==> src/rtl/ssram_pkg.sv <==
package ssram_pkg;
  typedef enum logic [1:0] {
    OP_IDLE  = 2'd0,
    OP_READ  = 2'd1,
    OP_WRITE = 2'd2
  } op_e;
endpackage

==> src/rtl/ssram_cmd_reg.sv <==
module ssram_cmd_reg
  import ssram_pkg::*;
#(
  parameter int ADDR_W = 6,
  parameter int LANES  = 2,
  parameter int LANE_W = 9,
  localparam int DATA_W = LANES * LANE_W
) (
  input  logic              clk,
  input  logic              rst_n,
  input  logic              ce_i,
  input  logic              bwe_i,
  input  logic [LANES-1:0]  lane_we_i,
  input  logic              gwe_i,
  input  logic              sleep_i,
  input  logic [ADDR_W-1:0] addr_i,
  input  logic [DATA_W-1:0] wdata_i,
  output op_e               op_q,
  output logic [ADDR_W-1:0] addr_q,
  output logic [LANES-1:0]  mask_q,
  output logic [DATA_W-1:0] wdata_q
);
  op_e              op_d;
  logic [LANES-1:0] mask_d;
  logic             is_write;
  logic             load_en;

  // Decode: global write overrides lane selects; a byte write needs a lane.
  always_comb begin
    is_write = gwe_i | (bwe_i & (|lane_we_i));
    mask_d   = gwe_i ? {LANES{1'b1}} : lane_we_i;
    if (sleep_i || !ce_i) begin
      op_d = OP_IDLE;
    end else if (is_write) begin
      op_d = OP_WRITE;
    end else begin
      op_d = OP_READ;
    end
    load_en = (op_d != OP_IDLE);
  end

  always_ff @(posedge clk or negedge rst_n) begin
    if (!rst_n) begin
      op_q <= OP_IDLE;
    end else begin
      op_q <= op_d;
    end
  end

  // Datapath registers: no reset, loaded only for a live command.
  always_ff @(posedge clk) begin
    if (load_en) begin
      addr_q  <= addr_i;
      mask_q  <= mask_d;
      wdata_q <= wdata_i;
    end
  end
endmodule

==> src/rtl/ssram_lane_array.sv <==
module ssram_lane_array
  import ssram_pkg::*;
#(
  parameter int ADDR_W = 6,
  parameter int LANES  = 2,
  parameter int LANE_W = 9,
  localparam int DATA_W = LANES * LANE_W,
  localparam int DEPTH  = 1 << ADDR_W
) (
  input  logic              clk,
  input  op_e               op_q,
  input  logic [ADDR_W-1:0] addr_q,
  input  logic [LANES-1:0]  mask_q,
  input  logic [DATA_W-1:0] wdata_q,
  output logic [DATA_W-1:0] rdata
);
  logic [LANES-1:0] lane_we;

  always_comb begin
    lane_we = (op_q == OP_WRITE) ? mask_q : '0;
  end

  for (genvar l = 0; l < LANES; l++) begin : g_lane
    logic [LANE_W-1:0] mem [DEPTH];

    // Self-timed write: completes on the edge after the command is registered.
    always_ff @(posedge clk) begin
      if (lane_we[l]) begin
        mem[addr_q] <= wdata_q[l*LANE_W +: LANE_W];
      end
    end

    assign rdata[l*LANE_W +: LANE_W] = mem[addr_q];
  end
endmodule

==> src/rtl/ssram_out_stage.sv <==
module ssram_out_stage
  import ssram_pkg::*;
#(
  parameter int DATA_W = 18
) (
  input  logic              clk,
  input  logic              rst_n,
  input  logic              pipe_mode_i,
  input  logic              oe_i,
  input  logic              sleep_i,
  input  op_e               op_q,
  input  logic [DATA_W-1:0] arr_rdata,
  output logic [DATA_W-1:0] rdata_o,
  output logic              dq_oe_o
);
  logic              pipe_vld_q;
  logic              pipe_vld_d;
  logic [DATA_W-1:0] pipe_data_q;
  logic              pipe_load;
  logic              slot_valid;
  logic              bus_taken;
  logic [DATA_W-1:0] src_data;

  always_comb begin
    pipe_vld_d = (op_q == OP_READ);
    pipe_load  = (op_q == OP_READ);
  end

  always_ff @(posedge clk or negedge rst_n) begin
    if (!rst_n) begin
      pipe_vld_q <= 1'b0;
    end else begin
      pipe_vld_q <= pipe_vld_d;
    end
  end

  always_ff @(posedge clk) begin
    if (pipe_load) begin
      pipe_data_q <= arr_rdata;
    end
  end

  // Deselect and write both clear the slot flag at the stage that would carry data.
  always_comb begin
    slot_valid = pipe_mode_i ? pipe_vld_q : (op_q == OP_READ);
    bus_taken  = (op_q == OP_WRITE);
    src_data   = pipe_mode_i ? pipe_data_q : arr_rdata;
    dq_oe_o    = oe_i & ~sleep_i & slot_valid & ~bus_taken;
    rdata_o    = dq_oe_o ? src_data : '0;
  end
endmodule

==> src/rtl/ssram_datapath.sv <==
module ssram_datapath
  import ssram_pkg::*;
#(
  parameter int ADDR_W     = 6,
  parameter int LANES      = 2,
  parameter int LANE_W     = 9,
  parameter int RST_STAGES = 2,
  localparam int DATA_W    = LANES * LANE_W
) (
  input  logic              clk,
  input  logic              rst_n,
  input  logic [ADDR_W-1:0] addr_i,
  input  logic              ce_i,
  input  logic              bwe_i,
  input  logic [LANES-1:0]  lane_we_i,
  input  logic              gwe_i,
  input  logic [DATA_W-1:0] wdata_i,
  input  logic              pipe_mode_i,
  input  logic              oe_i,
  input  logic              sleep_i,
  output logic [DATA_W-1:0] rdata_o,
  output logic              dq_oe_o
);
  logic [RST_STAGES-1:0] rst_sync_q;
  logic                  core_rst_n;
  op_e                   op_q;
  logic [ADDR_W-1:0]     addr_q;
  logic [LANES-1:0]      mask_q;
  logic [DATA_W-1:0]     wdata_q;
  logic [DATA_W-1:0]     arr_rdata;

  // Asynchronous assert, synchronous release.
  always_ff @(posedge clk or negedge rst_n) begin
    if (!rst_n) begin
      rst_sync_q <= '0;
    end else begin
      rst_sync_q <= {rst_sync_q[RST_STAGES-2:0], 1'b1};
    end
  end
  assign core_rst_n = rst_sync_q[RST_STAGES-1];

  ssram_cmd_reg #(.ADDR_W(ADDR_W), .LANES(LANES), .LANE_W(LANE_W)) u_cmd (
    .clk       (clk),
    .rst_n     (core_rst_n),
    .ce_i      (ce_i),
    .bwe_i     (bwe_i),
    .lane_we_i (lane_we_i),
    .gwe_i     (gwe_i),
    .sleep_i   (sleep_i),
    .addr_i    (addr_i),
    .wdata_i   (wdata_i),
    .op_q      (op_q),
    .addr_q    (addr_q),
    .mask_q    (mask_q),
    .wdata_q   (wdata_q)
  );

  ssram_lane_array #(.ADDR_W(ADDR_W), .LANES(LANES), .LANE_W(LANE_W)) u_array (
    .clk     (clk),
    .op_q    (op_q),
    .addr_q  (addr_q),
    .mask_q  (mask_q),
    .wdata_q (wdata_q),
    .rdata   (arr_rdata)
  );

  ssram_out_stage #(.DATA_W(DATA_W)) u_out (
    .clk         (clk),
    .rst_n       (core_rst_n),
    .pipe_mode_i (pipe_mode_i),
    .oe_i        (oe_i),
    .sleep_i     (sleep_i),
    .op_q        (op_q),
    .arr_rdata   (arr_rdata),
    .rdata_o     (rdata_o),
    .dq_oe_o     (dq_oe_o)
  );
endmodule

==> config.mk <==
export PLATFORM = sky130hd
export DESIGN_NAME = ssram_datapath
export DESIGN_NICKNAME = d
export VERILOG_FILES = /design/src/rtl/ssram_pkg.sv /design/src/rtl/ssram_cmd_reg.sv /design/src/rtl/ssram_lane_array.sv /design/src/rtl/ssram_out_stage.sv /design/src/rtl/ssram_datapath.sv
export SDC_FILE = /design/constraint.sdc
export NUM_CORES = 1
export LEC_CHECK = 0
export ABC_CLOCK_PERIOD_IN_PS = 3800
export BUFFER_PORTS_ARGS = -buffer_cell sky130_fd_sc_hd__buf_2
export CAP_MARGIN = 20
export CORE_UTILIZATION = 28
export DETAILED_ROUTE_END_ITERATION = 6
export PLACE_DENSITY_LB_ADDON = 0.25
export SLEW_MARGIN = 30
export SYNTH_ARGS = -nofsm -noshare
export SYNTH_HDL_FRONTEND = slang
export SYNTH_SLANG_ARGS = --single-unit
==> constraint.sdc <==
create_clock -name clk -period 3.8 [get_ports clk]
set_input_delay 0 -clock clk [delete_from_list [all_inputs] [get_ports clk]]
set_output_delay 0 -clock clk [all_outputs]
set_load 0.05 [all_outputs]
==> summary.md <==
| Metric | Value |
|---|---|
| Crit path max-delay cell type | a2111oi_0 |
| Initial DRT Pass Iterations | 5 |
| Fin. max-slew vios | 0 |
| Multi-input logic area | 10110 um2 |
| Final hold vios | 0 |
| DR WL/cell | 25.14 um |
| Tmin final | around 3.8 ns |
| Clock skew | 0.04617 ns |
| WS Path Type | reg -> out |
| Top-area cell type share of the netlist area | 0.7634 |
| Vias in the first global route | 24510 |
| Max cap viols | 0 |
| Max frequency | 261.3 MHz |
| Die W | 411.9 um |
| Clk root buf | clkbuf_16 |
| Crit-path max cell delay | 0.87 ns |
| CP Data Required Time | 3.80 ns |
| Slew Limit Headroom | 0.3293 |
| Cell Chain, Critical Path | buf_12, buf_12, nor2b_1, a2111oi_0, o31ai_1, o21ai_1, a31oi_1, buf_12 |
| Die Y-Extent | 411.9 um |
| Clk_lat worst skew | 0.75 ns |
| Syn. warnings | 0 |
| Vias per cell | about 4.8 |
| Drt drc | 0 |
| Grt total ovfl | 0 |
| Reg area | around 36000 um2 |
| Worst EP arrival | between 3 and 4 ns |
| Pleak | 18.14 nW |
| CTS buffer count | between 100 and 150 |
| Final period util | 1.007 |
| Critical path's most frequent cell | buf_12 |
| Yosys top cell by area | edfxtp_1 |
| Final core occ | 0.3361 |
| Failing checks | negative setup slack |
| Cell count after synthesis | 2321 |
| Ranking of synthesized cells by area | edfxtp_1, mux4_2, mux2i_1 |
| Dpl ws | between 0.2 and 0.3 ns |
| First-pass GRT wire length | 177500 um |
| Outcome | finished, violations left |
| Synth Area per Inst | a little over 20 um2 |
| DPL Wire Length | 78300 um |
| Setup TNS | -0.02657 ns |
| Initial antenna violation count | 6 |
| Layout cells sized above 1 | 0.2769 |
| Buf/Inv on CP | 3 |
| Critical Path End Type | output pin |
| Worst-path maximum fanout | 43 |
| FP Rows | 150 |
| DRT iter0 DRCs | 2449 |
| Final Setup Violations | 1 |
| Flop and latch count out of synthesis | 1207 |
| Setup slack after layout | -0.02657 ns |
| # nets final | 2682 |
| Distinct cell type count after synthesis | 51 |
| Final ANT Viol Nets | 0 |
| Syn nets | 2355 |
| Worst-margin pin slew | between 0.9 and 1 ns |
| Initial core utilization | 0.2816 |
| GPL Wtd Cong | just over 0.8 |
| Layout overhead on the synthesized area | 19.32% |
| IR drop worst, VDD | between 0.3 and 0.4 mV |
| Overall Global Routing Usage | 0.1451 |
| CTS tree | yes |
| CTS clock-pin slew for the worst setup and hold paths | around 0.06 ns |
| Port Buffers | 52 |
| Post-Route WL | 124500 um |
| Fin Hold WS | just under 0.04 ns |
| Clock sink total | 1207 |
| Hold/Removal Path Class | reg -> async |
| H-Tree Depth | 3 |
| Total die area | 169700 um2 |
| # IOs | 53 |
| Largest net degree at the start of global routing | 65 |
| Bufs on Longest Clock Path | 3 |
| Fill cells | 15730 |
| CP Launch Type | flop |
| Crit path max-delay family | compound AO/OA/AOI/OAI gates |
| Pwr Density | between 500 and 600 nW/um2 |
| RSZ-0062 raised after global routing | false |
| Vias | 23620 |
| Synth Cell Area | 47050 um2 |
| Post-synthesis sequential area ratio | 0.7686 |
| Core area | 167000 um2 |
## worst reg2reg max path, delay by kind of cell (launching register included)
kind / cells / cell delay (ns)
buffers and inverters: 2 / 0.37
flip-flops: 1 / 0.52
AND/OR/NAND/NOR: 3 / 1.72
## metal layers
layer  vias up  track usage  part of all wire
li1      10190            -                 -
met1     12520       0.1952              0.43
met2       723       0.2349              0.48
met3       192      0.02838             0.061
met4         6      0.04796             0.027
met5         -            0           0.00032
## timing repair
action                                  4_1_cts  5_1_grt
hold endpoints to repair                     36        0
hold buffers                                 54        0
setup buffers                                 9        3
resized for setup                            14        1
endpoints found under the setup margin       18        7
## cells by family after synthesis
family,synth area share
flip-flops,0.7686
multiplexers,0.1514
AND/OR/NAND/NOR,0.03085
AO/OA/AOI/OAI,0.03122
buffers and inverters,0.01785
other,0.00007971
## cells in the final DEF (no fill, tap or decap), drive strengths merged, types with 7 or more instances in the layout
master       synthesis  routed
a31oi               18      18
dlygate4sd3          0      54
clkinv               2      62
nand2b              23      23
bufinv               0      13
a22oi                8       8
nor2               145     145
nand2               86      86
a21oi                7       7
clkbuf              50     137
mux4               216     216
buf                 87     291
o221ai              14      14
mux2                52      52
mux2i              167     167
edfxtp            1196    1196
nand4               19      19
o22ai               19      19
o21ai               51      51
inv                 14      17
a221oi              12      12
a22o                28      28
nor2b               15      15
a32oi               18      18
## synthesized netlist by cell type (all sizes together)
| library cell | count |
|---|---|
| a2111o | 5 |
| a2111oi | 5 |
| a211oi | 6 |
| a21o | 1 |
| a21oi | 7 |
| a221oi | 12 |
| a22o | 28 |
| a22oi | 8 |
| a31oi | 18 |
| a32oi | 18 |
| a41o | 5 |
| and2 | 5 |
| and3b | 1 |
| buf | 87 |
| clkbuf | 50 |
| clkinv | 2 |
| conb | 1 |
| dfrtp | 5 |
| dfxtp | 6 |
| edfxtp | 1196 |
| inv | 14 |
| mux2 | 52 |
| mux2i | 167 |
| mux4 | 216 |
| nand2 | 86 |
| nand2b | 23 |
| nand3 | 6 |
| nand3b | 6 |
| nand4 | 19 |
| nand4b | 2 |
| nor2 | 145 |
| nor2b | 15 |
| nor3 | 2 |
| nor3b | 1 |
| o21a | 1 |
| o21ai | 51 |
| o221ai | 14 |
| o22ai | 19 |
| o2bb2ai | 1 |
| o31ai | 5 |
| or2 | 2 |
| or3 | 3 |
| or3b | 5 |
## state kept, by name, indices dropped and copies added, names as in the netlist, named ones only
signal,cells
u_array.g_lane.mem,1152
u_cmd.wdata_q,18
u_out.pipe_data_q,18
u_cmd.addr_q,6
rst_sync_q,2
u_cmd.mask_q,2
u_cmd.op_q,2
u_out.pipe_vld_q,1
## power breakdown
part | switching (mW) | internal, mW
logic | 1.38 | 0.873
registers | 0.0479 | 14.7
clock network | 5.06 | 6.67
## final timing paths
kind	startpoint	to	slack [ns]	cells after the start
setup / recovery	flop	rdata_o[11]	-0.03	8
hold / removal	rst_sync_q[1]	u_out.pipe_vld_q	0.04	0
setup reg to reg	u_cmd.addr_q[0]	u_array.g_lane[1].mem[44][8]	0.88	5
hold reg to reg	rst_sync_q[1]	u_out.pipe_vld_q	0.04	0
max in group asynchronous	rst_n	rst_sync_q[0]	3.56	3
min in group clk	gwe_i	u_cmd.op_q[1]	0.08	4
## cell type report
type / instances / area share
sequential: 1207 / 0.6444
multi-input combinational: 961 / 0.1801
timing repair buffer: 345 / 0.05608
clock buffer: 137 / 0.05463
tap: 2204 / 0.04913
clock inverter: 82 / 0.01456
inverter: 16 / 0.001070
antenna: 1 / 0.00004458
## through the flow
stage / cell area (um2) / instances / power [mW]
after CTS: 56060 / 4949 / 29.07
after global routing: 56130 / 4953 / 29.61
final: 56130 / 4953 / 28.78
after detailed placement: 51430 / 4667 / 17.25
after global placement: 51390 / 4665 / 17.21
after floorplan: 47050 / 2321 / 16.36
Note: power is estimated with default switching activity, not from simulation.
